==> src/rtl/clkcfg_pkg.sv <==
package clkcfg_pkg;
  localparam int ADDR_W = 2;
  localparam int DATA_W = 8;
  localparam int PROT_W = 3;
  localparam int MUL_W  = 2;

  localparam logic [ADDR_W-1:0] A_PSEL = 2'd0;
  localparam logic [ADDR_W-1:0] A_MODE = 2'd1;
  localparam logic [ADDR_W-1:0] A_CLK  = 2'd2;
  localparam logic [ADDR_W-1:0] A_PROT = 2'd3;

  localparam logic [1:0] PSEL_RST = 2'b11;

  // bit positions inside the clock control register
  localparam int CB_STOP = 2;
  localparam int CB_PLL  = 4;
  localparam int CB_FREE = DATA_W - 1;

  typedef struct packed {
    logic wrPsel;
    logic wrMode;
    logic waitOk;
    logic wrClkOpen;
    logic wrClkFree;
    logic stopBlock;
    logic wrProt;
  } strobe_t;
endpackage

==> src/rtl/clkcfg_ctrl.sv <==
module clkcfg_ctrl
  import clkcfg_pkg::*;
(
  input  logic              busWe,
  input  logic [ADDR_W-1:0] busAddr,
  input  logic [PROT_W-1:0] protQ,
  input  logic              sysLock,
  input  logic              wdtLock,
  input  logic              pllOn,
  input  logic              waitReq,
  output strobe_t           stb,
  output logic              waitGrant
);
  always_comb begin
    stb           = '0;
    stb.wrPsel    = busWe && (busAddr == A_PSEL) && protQ[0];
    stb.wrMode    = busWe && (busAddr == A_MODE) && protQ[1];
    stb.waitOk    = !pllOn;
    stb.wrClkFree = busWe && (busAddr == A_CLK) && protQ[2];
    stb.wrClkOpen = stb.wrClkFree && !sysLock;
    stb.stopBlock = wdtLock;
    stb.wrProt    = busWe && (busAddr == A_PROT);
  end

  assign waitGrant = waitReq && !sysLock;
endmodule

==> src/rtl/clkcfg_regs.sv <==
module clkcfg_regs
  import clkcfg_pkg::*;
(
  input  logic              clk,
  input  logic              rstN,
  input  strobe_t           stb,
  input  logic [ADDR_W-1:0] busAddr,
  input  logic [DATA_W-1:0] busWdata,
  output logic [DATA_W-1:0] busRdata,
  output logic [1:0]        pselQ,
  output logic              waitSelQ,
  output logic              sysLockQ,
  output logic              wdtLockQ,
  output logic [DATA_W-1:0] clkQ,
  output logic [PROT_W-1:0] protQ
);
  always_ff @(posedge clk or negedge rstN) begin
    if (!rstN) begin
      pselQ    <= PSEL_RST;
      waitSelQ <= 1'b0;
      sysLockQ <= 1'b0;
      wdtLockQ <= 1'b0;
      clkQ     <= '0;
      protQ    <= '0;
    end else begin
      if (stb.wrPsel) pselQ <= busWdata[1:0];
      if (stb.wrMode) begin
        if (stb.waitOk) waitSelQ <= busWdata[0];
        sysLockQ <= sysLockQ | busWdata[1];
        wdtLockQ <= wdtLockQ | busWdata[2];
      end
      if (stb.wrClkFree) clkQ[CB_FREE] <= busWdata[CB_FREE];
      if (stb.wrClkOpen) begin
        clkQ[CB_FREE-1:0] <= busWdata[CB_FREE-1:0];
        clkQ[CB_STOP]     <= busWdata[CB_STOP] & ~stb.stopBlock;
      end
      if (stb.wrProt) protQ <= busWdata[PROT_W-1:0];
    end
  end

  always_comb begin
    unique case (busAddr)
      A_PSEL:  busRdata = DATA_W'(pselQ);
      A_MODE:  busRdata = DATA_W'({wdtLockQ, sysLockQ, waitSelQ});
      A_CLK:   busRdata = clkQ;
      default: busRdata = DATA_W'(protQ);
    endcase
  end
endmodule

==> src/rtl/clkcfg_bank.sv <==
module clkcfg_bank
  import clkcfg_pkg::*;
(
  input  logic              clk,
  input  logic              rstN,
  input  logic              busWe,
  input  logic [ADDR_W-1:0] busAddr,
  input  logic [DATA_W-1:0] busWdata,
  output logic [DATA_W-1:0] busRdata,
  input  logic              waitReq,
  output logic              waitGrant,
  output logic              timerClkFull,
  output logic              serClkFull,
  output logic              sfrOneWait,
  output logic              mainClkStop,
  output logic              cpuClkSel,
  output logic              stopReq,
  output logic              oscStopDetEn,
  output logic              pllEn,
  output logic [MUL_W-1:0]  pllMul,
  output logic              subClkOn,
  output logic              wdtSrcOsc,
  output logic              ocoEnable,
  output logic              wdtRunInIdle
);
  strobe_t           stb;
  logic [1:0]        pselQ;
  logic              waitSelQ, sysLockQ, wdtLockQ;
  logic [DATA_W-1:0] clkQ;
  logic [PROT_W-1:0] protQ;

  clkcfg_ctrl u_ctrl (
    .busWe(busWe), .busAddr(busAddr), .protQ(protQ),
    .sysLock(sysLockQ), .wdtLock(wdtLockQ), .pllOn(clkQ[CB_PLL]),
    .waitReq(waitReq), .stb(stb), .waitGrant(waitGrant)
  );

  clkcfg_regs u_regs (
    .clk(clk), .rstN(rstN), .stb(stb), .busAddr(busAddr),
    .busWdata(busWdata), .busRdata(busRdata), .pselQ(pselQ),
    .waitSelQ(waitSelQ), .sysLockQ(sysLockQ), .wdtLockQ(wdtLockQ),
    .clkQ(clkQ), .protQ(protQ)
  );

  assign timerClkFull = pselQ[0];
  assign serClkFull   = pselQ[1];
  assign sfrOneWait   = waitSelQ;
  assign mainClkStop  = clkQ[0];
  assign cpuClkSel    = clkQ[1];
  assign stopReq      = clkQ[CB_STOP];
  assign oscStopDetEn = clkQ[3];
  assign pllEn        = clkQ[CB_PLL];
  assign pllMul       = clkQ[6:5];
  assign subClkOn     = clkQ[CB_FREE];
  assign wdtSrcOsc    = wdtLockQ;
  assign ocoEnable    = wdtLockQ;
  assign wdtRunInIdle = wdtLockQ;
endmodule

==> config.mk <==
export PLATFORM = sky130hd
export DESIGN_NAME = clkcfg_bank
export DESIGN_NICKNAME = d
export VERILOG_FILES = /design/src/rtl/clkcfg_pkg.sv /design/src/rtl/clkcfg_ctrl.sv /design/src/rtl/clkcfg_regs.sv /design/src/rtl/clkcfg_bank.sv
export SDC_FILE = /design/constraint.sdc
export NUM_CORES = 1
export LEC_CHECK = 0
export BUFFER_PORTS_ARGS = -buffer_cell sky130_fd_sc_hd__buf_2
export CAP_MARGIN = 10
export CORE_UTILIZATION = 45
export CTS_BUF_LIST = sky130_fd_sc_hd__clkbuf_16
export CTS_CLUSTER_SIZE = 24
export DETAILED_ROUTE_END_ITERATION = 8
export PLACE_DENSITY = 0.77
export SETUP_SLACK_MARGIN = 0.4
export SKIP_LAST_GASP = 1
export SLEW_MARGIN = 30
export SYNTH_ARGS = -nofsm -noshare
export SYNTH_HDL_FRONTEND = slang
export SYNTH_SLANG_ARGS = --single-unit
==> constraint.sdc <==
create_clock -name clk -period 1.51 [get_ports clk]
set_input_delay 0.2265 -clock clk [delete_from_list [all_inputs] [get_ports clk]]
set_output_delay 0.2265 -clock clk [all_outputs]
set_load 0.03 [all_outputs]
==> results.ini, run 1 <==
[floorplan]
ioPinCount=37
dieWidth_microns=44.55
start_util_pct=47.69
die_area_sq_um=1984
die_h_microns=44.55
num_rows=15
placeableCoreArea_sq_um=1708

[grt]
track_usage_pct=21.36
overflow=0
grt_first_pass_wirelength_mm=2.939
grt_pass1_vias=622
antenna_found_initial=0
grt_max_degree=17

[synth]
ys_warn_count=0
synth_top_area_cell=dfrtp_1
netlist.area_leader.share_pct=43.01
synth_area_per_cell_sq_um=13.81
synth_cell_types=21
yosys-top-cells-area=dfrtp_1 43%, mux2_2 17%, dfstp_2 6.5%
syn_nets=73
seq_area_frac_synth_pct=49.46
syn_area_sq_um=814.5
ys_ff_latch=16
synthesis.instances=59

[worst_setup_path]
crit_chain=mux4_2 > buf_6
required_ps=1280
crit_path_top_delay_cell=mux4_2
worst-setup-path-type=flop to output pin
cp-start-kind=flop
arrival_ps=1320
critical_path.endpoint_type=output pin
path_max_fanout=2
critical_path.max_stage_delay_ps=500

[routing]
first_pass_iters=4
drc=0
vias_per_cell=5.145
postRouteAntennaNets=0
totalWireLength_mm=2.391
drt_iter0_markers=10
vias=710
wl_per_cell_microns=17.33

[clock_tree]
clockBufferDepth=2
path_clk_slew_ps=50
clock-root-buffer=clkbuf_16
clock_sinks=16
cts_buffers=3
cts_tree=done
cts-htree-levels=1
insertion_delay_ps=240

[sta]
finalHoldViolCount=0
slew_headroom_pct=76.80
post-route-min-period_ps=1543
max_freq_mhz=648.1
maxSlewViolCount=0
setup_slack_ps=-32.98
fin_skew_ps=1.056
setup_viol=2
period_share_pct=102.2
rsz0062_at_grt=true
worst_pin_slew_ps=348.0

[flow_run]
max_cap_violations=0

[cells_and_area]
drive_gt1_share_pct=84.07
syn2layout_area_growth_pct=75.42
nNetsFinal=128
n_fill_cell=78
antennaDiodeCount=0

[placed_design]
dp_hpwl_mm=1.210
port_buffers=36
post-place-ws_ps=146.7
place.gp.congestion=0.7748

[outcome]
violations=negative setup slack
status=finished with violations

[power_and_ir_drop]
combPwrFrac_pct=51.8
p_leak_nw=0.6942
switching_share_pct=38.00
finalPower_mw=2.620
p_seq_share_pct=28.9
powerDensity_nw_per_um2=1834
p_sw_uw=995.4
intPower_mw=1.624
peakVddDrop_mv=1.195
clkPwrFrac_pct=19.4

[hold_path]
hold_class=input pin to flop

## power groups by stage
stage	registers (mW)	logic, mW	clock network, mW
floorplan	0.998	0.433	0
global placement	0.751	0.906	0
detailed placement	0.755	0.915	0
CTS	0.732	1.18	0.517
global route	0.772	1.41	0.546
finish	0.757	1.36	0.507
## final timing paths
check / endpoint / startpoint / cells past startpoint / slack (ps)
setup / recovery: busRdata[1] / u_regs.protQ[1]$_DFFE_PN0P_ / 2 / -30
hold / removal: u_regs.clkQ[4]$_DFFE_PN0P_ / busWdata[4] / 2 / 210
setup reg to reg: u_regs.waitSelQ$_DFFE_PN0P_ / u_regs.protQ[1]$_DFFE_PN0P_ / 5 / 70
hold reg to reg: u_regs.wdtLockQ$_DFFE_PN0P_ / u_regs.wdtLockQ$_DFFE_PN0P_ / 1 / 530
max in group asynchronous: u_regs.pselQ[0]$_DFFE_PN1P_ / rstN / 2 / 790
min in group asynchronous: u_regs.protQ[0]$_DFFE_PN0P_ / rstN / 2 / 430
## cell usage after synthesis
master	n
inv_1	1
and2_1	5
nand4b_4	1
o21ai_0	3
a21o_1	1
nor2b_4	1
and4b_1	1
o41ai_1	1
mux4_1	2
dfrtp_1	14
nand3_1	1
a21o_2	1
mux2_4	1
nand2_1	4
mux2_2	12
buf_4	2
nor2_4	1
dfstp_2	2
buf_6	2
nor2b_1	2
nor3_1	1
## worst max-delay path: cells and delay by family (launching register included)
family / cells / cell delay, ps
buffers and inverters: 1 / 150
DFF: 1 / 420
muxes: 1 / 500
## what timing repair did
| item | in CTS | in global routing |
|---|---|---|
| pin swaps | 1 | 3 |
| buffers inserted | 9 | 7 |
| endpoints found under the hold margin | 14 | 0 |
| resized for setup | 42 | 20 |
| endpoints found under the setup margin | 22 | 28 |
| hold buffers | 1 | 0 |
## stage by stage
step | setup TNS, ps | util, % | cell area [sq um] | cells | hold slack, ps
after CTS | 0 | 76.85 | 1313 | 131 | 204.7
after detailed placement | 0 | 59.63 | 1018 | 117 | 153.2
final | -65.58 | 83.66 | 1429 | 138 | 210.2
after floorplan | 0 | - | 849.6 | 59 | -69.09
after global routing | -94.60 | 83.66 | 1429 | 138 | 213.9
after global placement | 0 | 59.63 | 1018 | 117 | 149.2
## logic make-up after synthesis
logic type | after synthesis | synth area share (%)
buf+inv | 5 | 5.068
simple gates | 17 | 15.67
compound gates | 6 | 4.916
mux | 15 | 24.88
flops | 16 | 49.46
## layout by cell type (no fill, tap or decap), drive strengths merged
cell type,instances
buf,53
dfrtp,14
mux2,13
and2,5
nand2,4
nor2b,3
clkbuf,3
o21ai,3
mux4,2
dfstp,2
a21o,2
inv,1
nand4b,1
o41ai,1
nor2,1
nor3,1
and4b,1
nand3,1
clkinv,1
dlygate4sd3,1
## sequential cells by signal (all words and copies together) (netlist names)
name,cells
u_regs.pselQ,2
u_regs.waitSelQ,1
u_regs.protQ,3
u_regs.wdtLockQ,1
u_regs.clkQ,8
u_regs.sysLockQ,1
## per-layer routing
layer / GRT usage [%] / part of all wire, % / wire length (microns) / vias up
li1: - / - / - / 315
met1: 28.08 / 42 / 996 / 359
met2: 32.94 / 52 / 1237 / 32
met3: 4.490 / 4.8 / 115 / 4
met4: 11.52 / 1.8 / 42 / 0
met5: 0 / 0 / 0 / -
## cell type report
type                    count  area, sq um  area share, %
clock buffers               3        75.07          5.254
clock inverters             1        3.754         0.2627
inverters                   1        3.754         0.2627
multi-input cells          38        440.4          30.82
flip-flops and latches     16        409.1          28.63
well taps                  25        31.28          2.189
repair buffers             54        465.4          32.57
Note: power is estimated with default switching activity, not from simulation.
==> run 2, diff against run 1 <==
Settings changed: CELL_PAD_IN_SITES_DETAIL_PLACEMENT set to 1, CELL_PAD_IN_SITES_GLOBAL_PLACEMENT set to 1, CORE_UTILIZATION 45 to 34, PLACE_DENSITY 0.77 to not set, PLACE_DENSITY_LB_ADDON set to 0.1.
==> run 2 against run 1 <==
Effect of this change:
- the run still ends with negative setup slack left
- critical path type unchanged
- sequential power fell by 2%
- clock power increased by 4%
- final cell count increased by 5.1%
- routed wire length up 15%
- via count increased by 3.0%
- total power up 5.7%
- critical path depth unchanged
- hold slack worse by 8.2 ps
- final area is 6.0% higher
- clock skew rose by 2.2 ps
==> results.ini, run 2 (same netlist as run 1, synthesis figures left out) <==
[outcome]
status=finished with violations
violations=negative setup slack

[sta]
slew_headroom_pct=75.06
post-route-min-period_ps=1531
maxSlewViolCount=0
setup_slack_ps=-20.57
setup_viol=1
worst_pin_slew_ps=374.0
hold_ws_ps=202.0
fin_tns_setup_ps=-20.57
rsz0062_at_grt=true
finalHoldViolCount=0
fin_skew_ps=3.279
period_share_pct=101.4
max_freq_mhz=653.4

[grt]
overflow=0
grt_first_pass_wirelength_mm=3.505
grt_pass1_vias=716
track_usage_pct=19.13
antenna_found_initial=0
grt_max_degree=17

[worst_setup_path]
arrival_ps=1300
cp-start-kind=flop
critical_path.max_stage_delay_ps=480
critical_path.endpoint_type=output pin
path_max_fanout=2
required_ps=1280
crit_chain=mux4_2 > buf_6
worst-setup-path-type=flop to output pin
crit_family=multiplexers
crit_path_top_delay_cell=mux4_2
path_buf_inv=1

[routing]
totalWireLength_mm=2.744
wl_per_cell_microns=18.92
first_pass_iters=2
postRouteAntennaNets=0
vias_per_cell=5.041
vias=731
drc=0
drt_iter0_markers=2

[hold_path]
hold_class=input pin to flop

[clock_tree]
clockBufferDepth=2
clock-root-buffer=clkbuf_16
path_clk_slew_ps=50
insertion_delay_ps=250
clock_sinks=16
cts_tree=done
cts_buffers=3
cts-htree-levels=1

[placed_design]
port_buffers=36
dp_hpwl_mm=1.319
place.gp.congestion=0.7551
post-place-ws_ps=109.9

[floorplan]
placeableCoreArea_sq_um=2233
start_util_pct=36.47
num_rows=17
ioPinCount=37
dieWidth_microns=50.95
die_area_sq_um=2595
die_h_microns=50.95

[cells_and_area]
largest_reg_flops=8
syn2layout_area_growth_pct=86.02
nNetsFinal=132
drive_gt1_share_pct=85.47
antennaDiodeCount=0
largest_register=u_regs.clkQ
reg_top3=u_regs.clkQ: 8 flops, u_regs.protQ: 3 flops, u_regs.pselQ: 2 flops
final_common_cell=buf_6
mostFrequentLayoutCells=27 x buf_6, 16 x buf_2, 12 x buf_4, 10 x mux2_4, 9 x dfrtp_1
utilization_pct=67.84

[power_and_ir_drop]
intPower_mw=1.717
p_leak_nw=0.7374
peakVddDrop_mv=1.400
combPwrFrac_pct=54.2
powerDensity_nw_per_um2=1827
clkPwrFrac_pct=19.0
p_seq_share_pct=26.8
switching_share_pct=37.98
p_sw_mw=1.051

[flow_run]
max_cap_violations=0

-- run 2: cell count changes in the layout (fill, tap and decap cells not counted), moves of 2 or more --
| cell | delta |
|---|---|
| buf_4 | +2 |
| buf_2 | -2 |
| mux2_4 | +2 |
| mux2_2 | -2 |
| buf_6 | +3 |
-- run 2: repair_timing --
item | CTS | global route
hold buffers | 1 | 0
gates resized for setup | 47 | 29
setup endpoints to repair | 24 | 28
hold endpoints to repair | 14 | 0
gates cloned | 0 | 0
buffers inserted | 13 | 7
pin swaps | 1 | 5
-- run 2: path summary, 6_finish.rpt --
path	slack [ps]	depth (start not counted)	endpoint	from
min	200	2	u_regs.wdtLockQ$_DFFE_PN0P_	busWdata[2]
max reg2reg	140	5	u_regs.waitSelQ$_DFFE_PN0P_	u_regs.protQ[1]$_DFFE_PN0P_
min in group asynchronous	430	2	u_regs.clkQ[6]$_DFFE_PN0P_	rstN
min reg2reg	540	1	u_regs.clkQ[2]$_DFFE_PN0P_	u_regs.wdtLockQ$_DFFE_PN0P_
max	-20	2	busRdata[0]	u_regs.waitSelQ$_DFFE_PN0P_
max in group asynchronous	780	2	u_regs.pselQ[0]$_DFFE_PN1P_	rstN
-- run 2: cell type report --
type	instances	area [sq um]
multi-input combinational	38	469.2
sequential	16	409.1
tap	28	35.03
fill	224	718.2
timing repair buffer	58	519.2
clock buffer	3	75.07
clock inverter	1	3.754
inverter	1	3.754
-- run 2: per-stage QoR --
| step | power [mW] | cell area, sq um | instances |
|---|---|---|---|
| 2_1_floorplan | 1.431 | 849.6 | 59 |
| 3_3_place_gp | 1.661 | 1022 | 120 |
| 3_5_place_dp | 1.675 | 1022 | 120 |
| 4_1_cts | 2.495 | 1369 | 138 |
| 5_1_grt | 2.883 | 1515 | 145 |
| 6_report | 2.768 | 1515 | 145 |
-- run 2: worst register-to-register path, delay by kind of cell, from the launching register on --
kind | cells | cell delay [ps]
buffers and inverters | 2 | 220
flip-flops | 1 | 380
multiplexers | 1 | 290
AND/OR/NAND/NOR | 2 | 360
-- run 2: metal layers --
metal / track usage (%) / share of wire [%] / routed length [microns] / vias up
li1: - / - / - / 331
met1: 22.12 / 38 / 1041 / 365
met2: 33.55 / 55 / 1496 / 27
met3: 3.274 / 4.4 / 120 / 8
met4: 9.722 / 3.1 / 86 / 0
met5: 0 / 0 / 0 / -
-- run 2: power groups by stage --
stage	logic, mW	clock network (mW)	registers (mW)
finish	1.50	0.525	0.743
global route	1.56	0.558	0.763
CTS	1.25	0.524	0.724
detailed placement	0.922	0	0.752
global placement	0.912	0	0.749
floorplan	0.433	0	0.998
==> run 3, diff against run 2 <==
Settings changed: GPL_TIMING_DRIVEN set to 0.
==> run 3 against run 2 <==
Effect of this change:
- the flow still finishes with violations (negative setup slack)
- clock skew up 2.2 ps
- die area unchanged
- non-clock buffer count up 2
- combinational power up 4%
- critical path depth unchanged
- largest cell class unchanged
==> results.ini, run 3 (same netlist as run 1, synthesis figures left out) <==
[outcome]
status=finished with violations
violations=negative setup slack

[clock_tree]
cts_buffers=3
clock-root-buffer=clkbuf_16
cts-htree-levels=1
clockBufferDepth=2
path_clk_slew_ps=50
cts_tree=done
clock_sinks=16
insertion_delay_ps=250

[floorplan]
ioPinCount=37
start_util_pct=36.47
die_h_microns=50.95
placeableCoreArea_sq_um=2233
num_rows=17
dieWidth_microns=50.95
die_area_sq_um=2595

[sta]
maxSlewViolCount=0
fin_tns_setup_ps=-11.99
rsz0062_at_grt=true
slew_headroom_pct=74.93
setup_slack_ps=-11.99
period_share_pct=100.8
max_freq_mhz=657.0
finalHoldViolCount=0
post-route-min-period_ps=1522
worst_pin_slew_ps=376.0
setup_viol=1
fin_skew_ps=5.495

[cells_and_area]
syn2layout_area_growth_pct=87.10
reg_top3=u_regs.clkQ: 8 flops, u_regs.protQ: 3 flops, u_regs.pselQ: 2 flops
n_fill_cell=226
largest_register=u_regs.clkQ
largest_reg_flops=8
antennaDiodeCount=0
drive_gt1_share_pct=84.87
multi_input_area_sq_um=452.9
final_common_cell=buf_6
mostFrequentLayoutCells=27 x buf_6, 17 x buf_2, 12 x buf_4, 10 x mux2_4, 9 x dfrtp_1
regArea_sq_um=409.1
nNetsFinal=134
stdcell_area_sq_um=1524

[placed_design]
port_buffers=34
place_area_sq_um=1055
place.gp.congestion=0.6950
dp_hpwl_mm=1.333
post-place-ws_ps=160.3

[grt]
grt_first_pass_wirelength_mm=3.636
overflow=0
grt_max_degree=17
grt_pass1_vias=760
antenna_found_initial=0
track_usage_pct=20.08

[worst_setup_path]
crit_path_top_delay_cell=mux4_2
crit_chain=mux4_2 > buf_6
crit_family=multiplexers
path_buf_inv=1
arrival_ps=1300
critical_path.max_stage_delay_ps=490
critical_path.endpoint_type=output pin
reg2reg_slack_ps=170
r2r_end=u_regs.clkQ[0]$_DFFE_PN0P_
required_ps=1280
worst-setup-path-type=flop to output pin
cp-start-kind=flop
path_max_fanout=2
r2r_cells=5
reg2reg_from=u_regs.sysLockQ$_DFFE_PN0P_

[hold_path]
hp-start=busWdata[4]
hold_path_end=u_regs.clkQ[4]$_DFFE_PN0P_
hold_path_depth=2
hold_class=input pin to flop

[routing]
wl_per_cell_microns=18.66
first_pass_iters=4
drt_iter0_markers=2
vias_per_cell=4.884
drc=0
vias=718
totalWireLength_mm=2.743
postRouteAntennaNets=0

[power_and_ir_drop]
p_seq_share_pct=26.4
finalPower_mw=2.844
intPower_mw=1.787
combPwrFrac_pct=55.0
peakVddDrop_mv=1.686
switching_share_pct=37.17
clkPwrFrac_pct=18.6
p_leak_nw=0.7460
powerDensity_nw_per_um2=1866
p_sw_mw=1.057

[flow_run]
max_cap_violations=0

## run 3: worst max-delay path by stage
stage | startpoint | endpoint | slack [ps] | cells past startpoint
2_1_floorplan | u_regs.clkQ[0]$_DFFE_PN0P_ | busRdata[0] | 240 | 1
3_3_place_gp | u_regs.sysLockQ$_DFFE_PN0P_ | busRdata[1] | 160 | 2
3_5_place_dp | u_regs.sysLockQ$_DFFE_PN0P_ | busRdata[1] | 160 | 2
4_1_cts | u_regs.sysLockQ$_DFFE_PN0P_ | busRdata[1] | 5 | 2
5_1_grt | u_regs.protQ[1]$_DFFE_PN0P_ | busRdata[1] | -30 | 2
6_report | u_regs.protQ[1]$_DFFE_PN0P_ | busRdata[1] | -10 | 2
## run 3: layout make-up
cell class / count / share of cell area, %
flip-flops and latches: 16 / 26.85
inverters: 1 / 0.2463
repair buffers: 56 / 31.94
multi-input cells: 38 / 29.72
clock inverters: 1 / 0.2463
well taps: 28 / 2.299
clock buffers: 3 / 4.926
plain buffers: 4 / 3.777
## run 3: stage by stage
step | util (%) | hold slack, ps | instances
floorplan | - | -69.09 | 59
global placement | 47.23 | 161.1 | 121
detailed placement | 47.23 | 162.6 | 121
CTS | 62.91 | 191.8 | 139
global route | 68.24 | 206.6 | 147
finish | 68.24 | 208.2 | 147
## run 3: timing repair
item	CTS	global route
setup endpoints to repair	24	30
hold endpoints to repair	14	0
buffers inserted	13	8
hold buffers	1	0
pin swaps	2	4
gates resized for setup	48	19
## run 3: per-layer routing
layer | global-route usage (%) | vias to the layer above | part of all wire (%)
met3 | 4.167 | 4 | 3.3
met1 | 23.85 | 360 | 40
met4 | 10.19 | 0 | 1.9
met2 | 33.99 | 26 | 55
met5 | 0 | - | 0
li1 | - | 328 | -
## run 3: power by group through the flow
stage               registers, mW  clock network [mW]  logic [mW]
floorplan                   0.998                   0       0.433
CTS                         0.726               0.525        1.33
finish                      0.751               0.528        1.56
detailed placement          0.748                   0       0.951
global placement            0.742                   0       0.936
global route                0.767               0.564        1.63
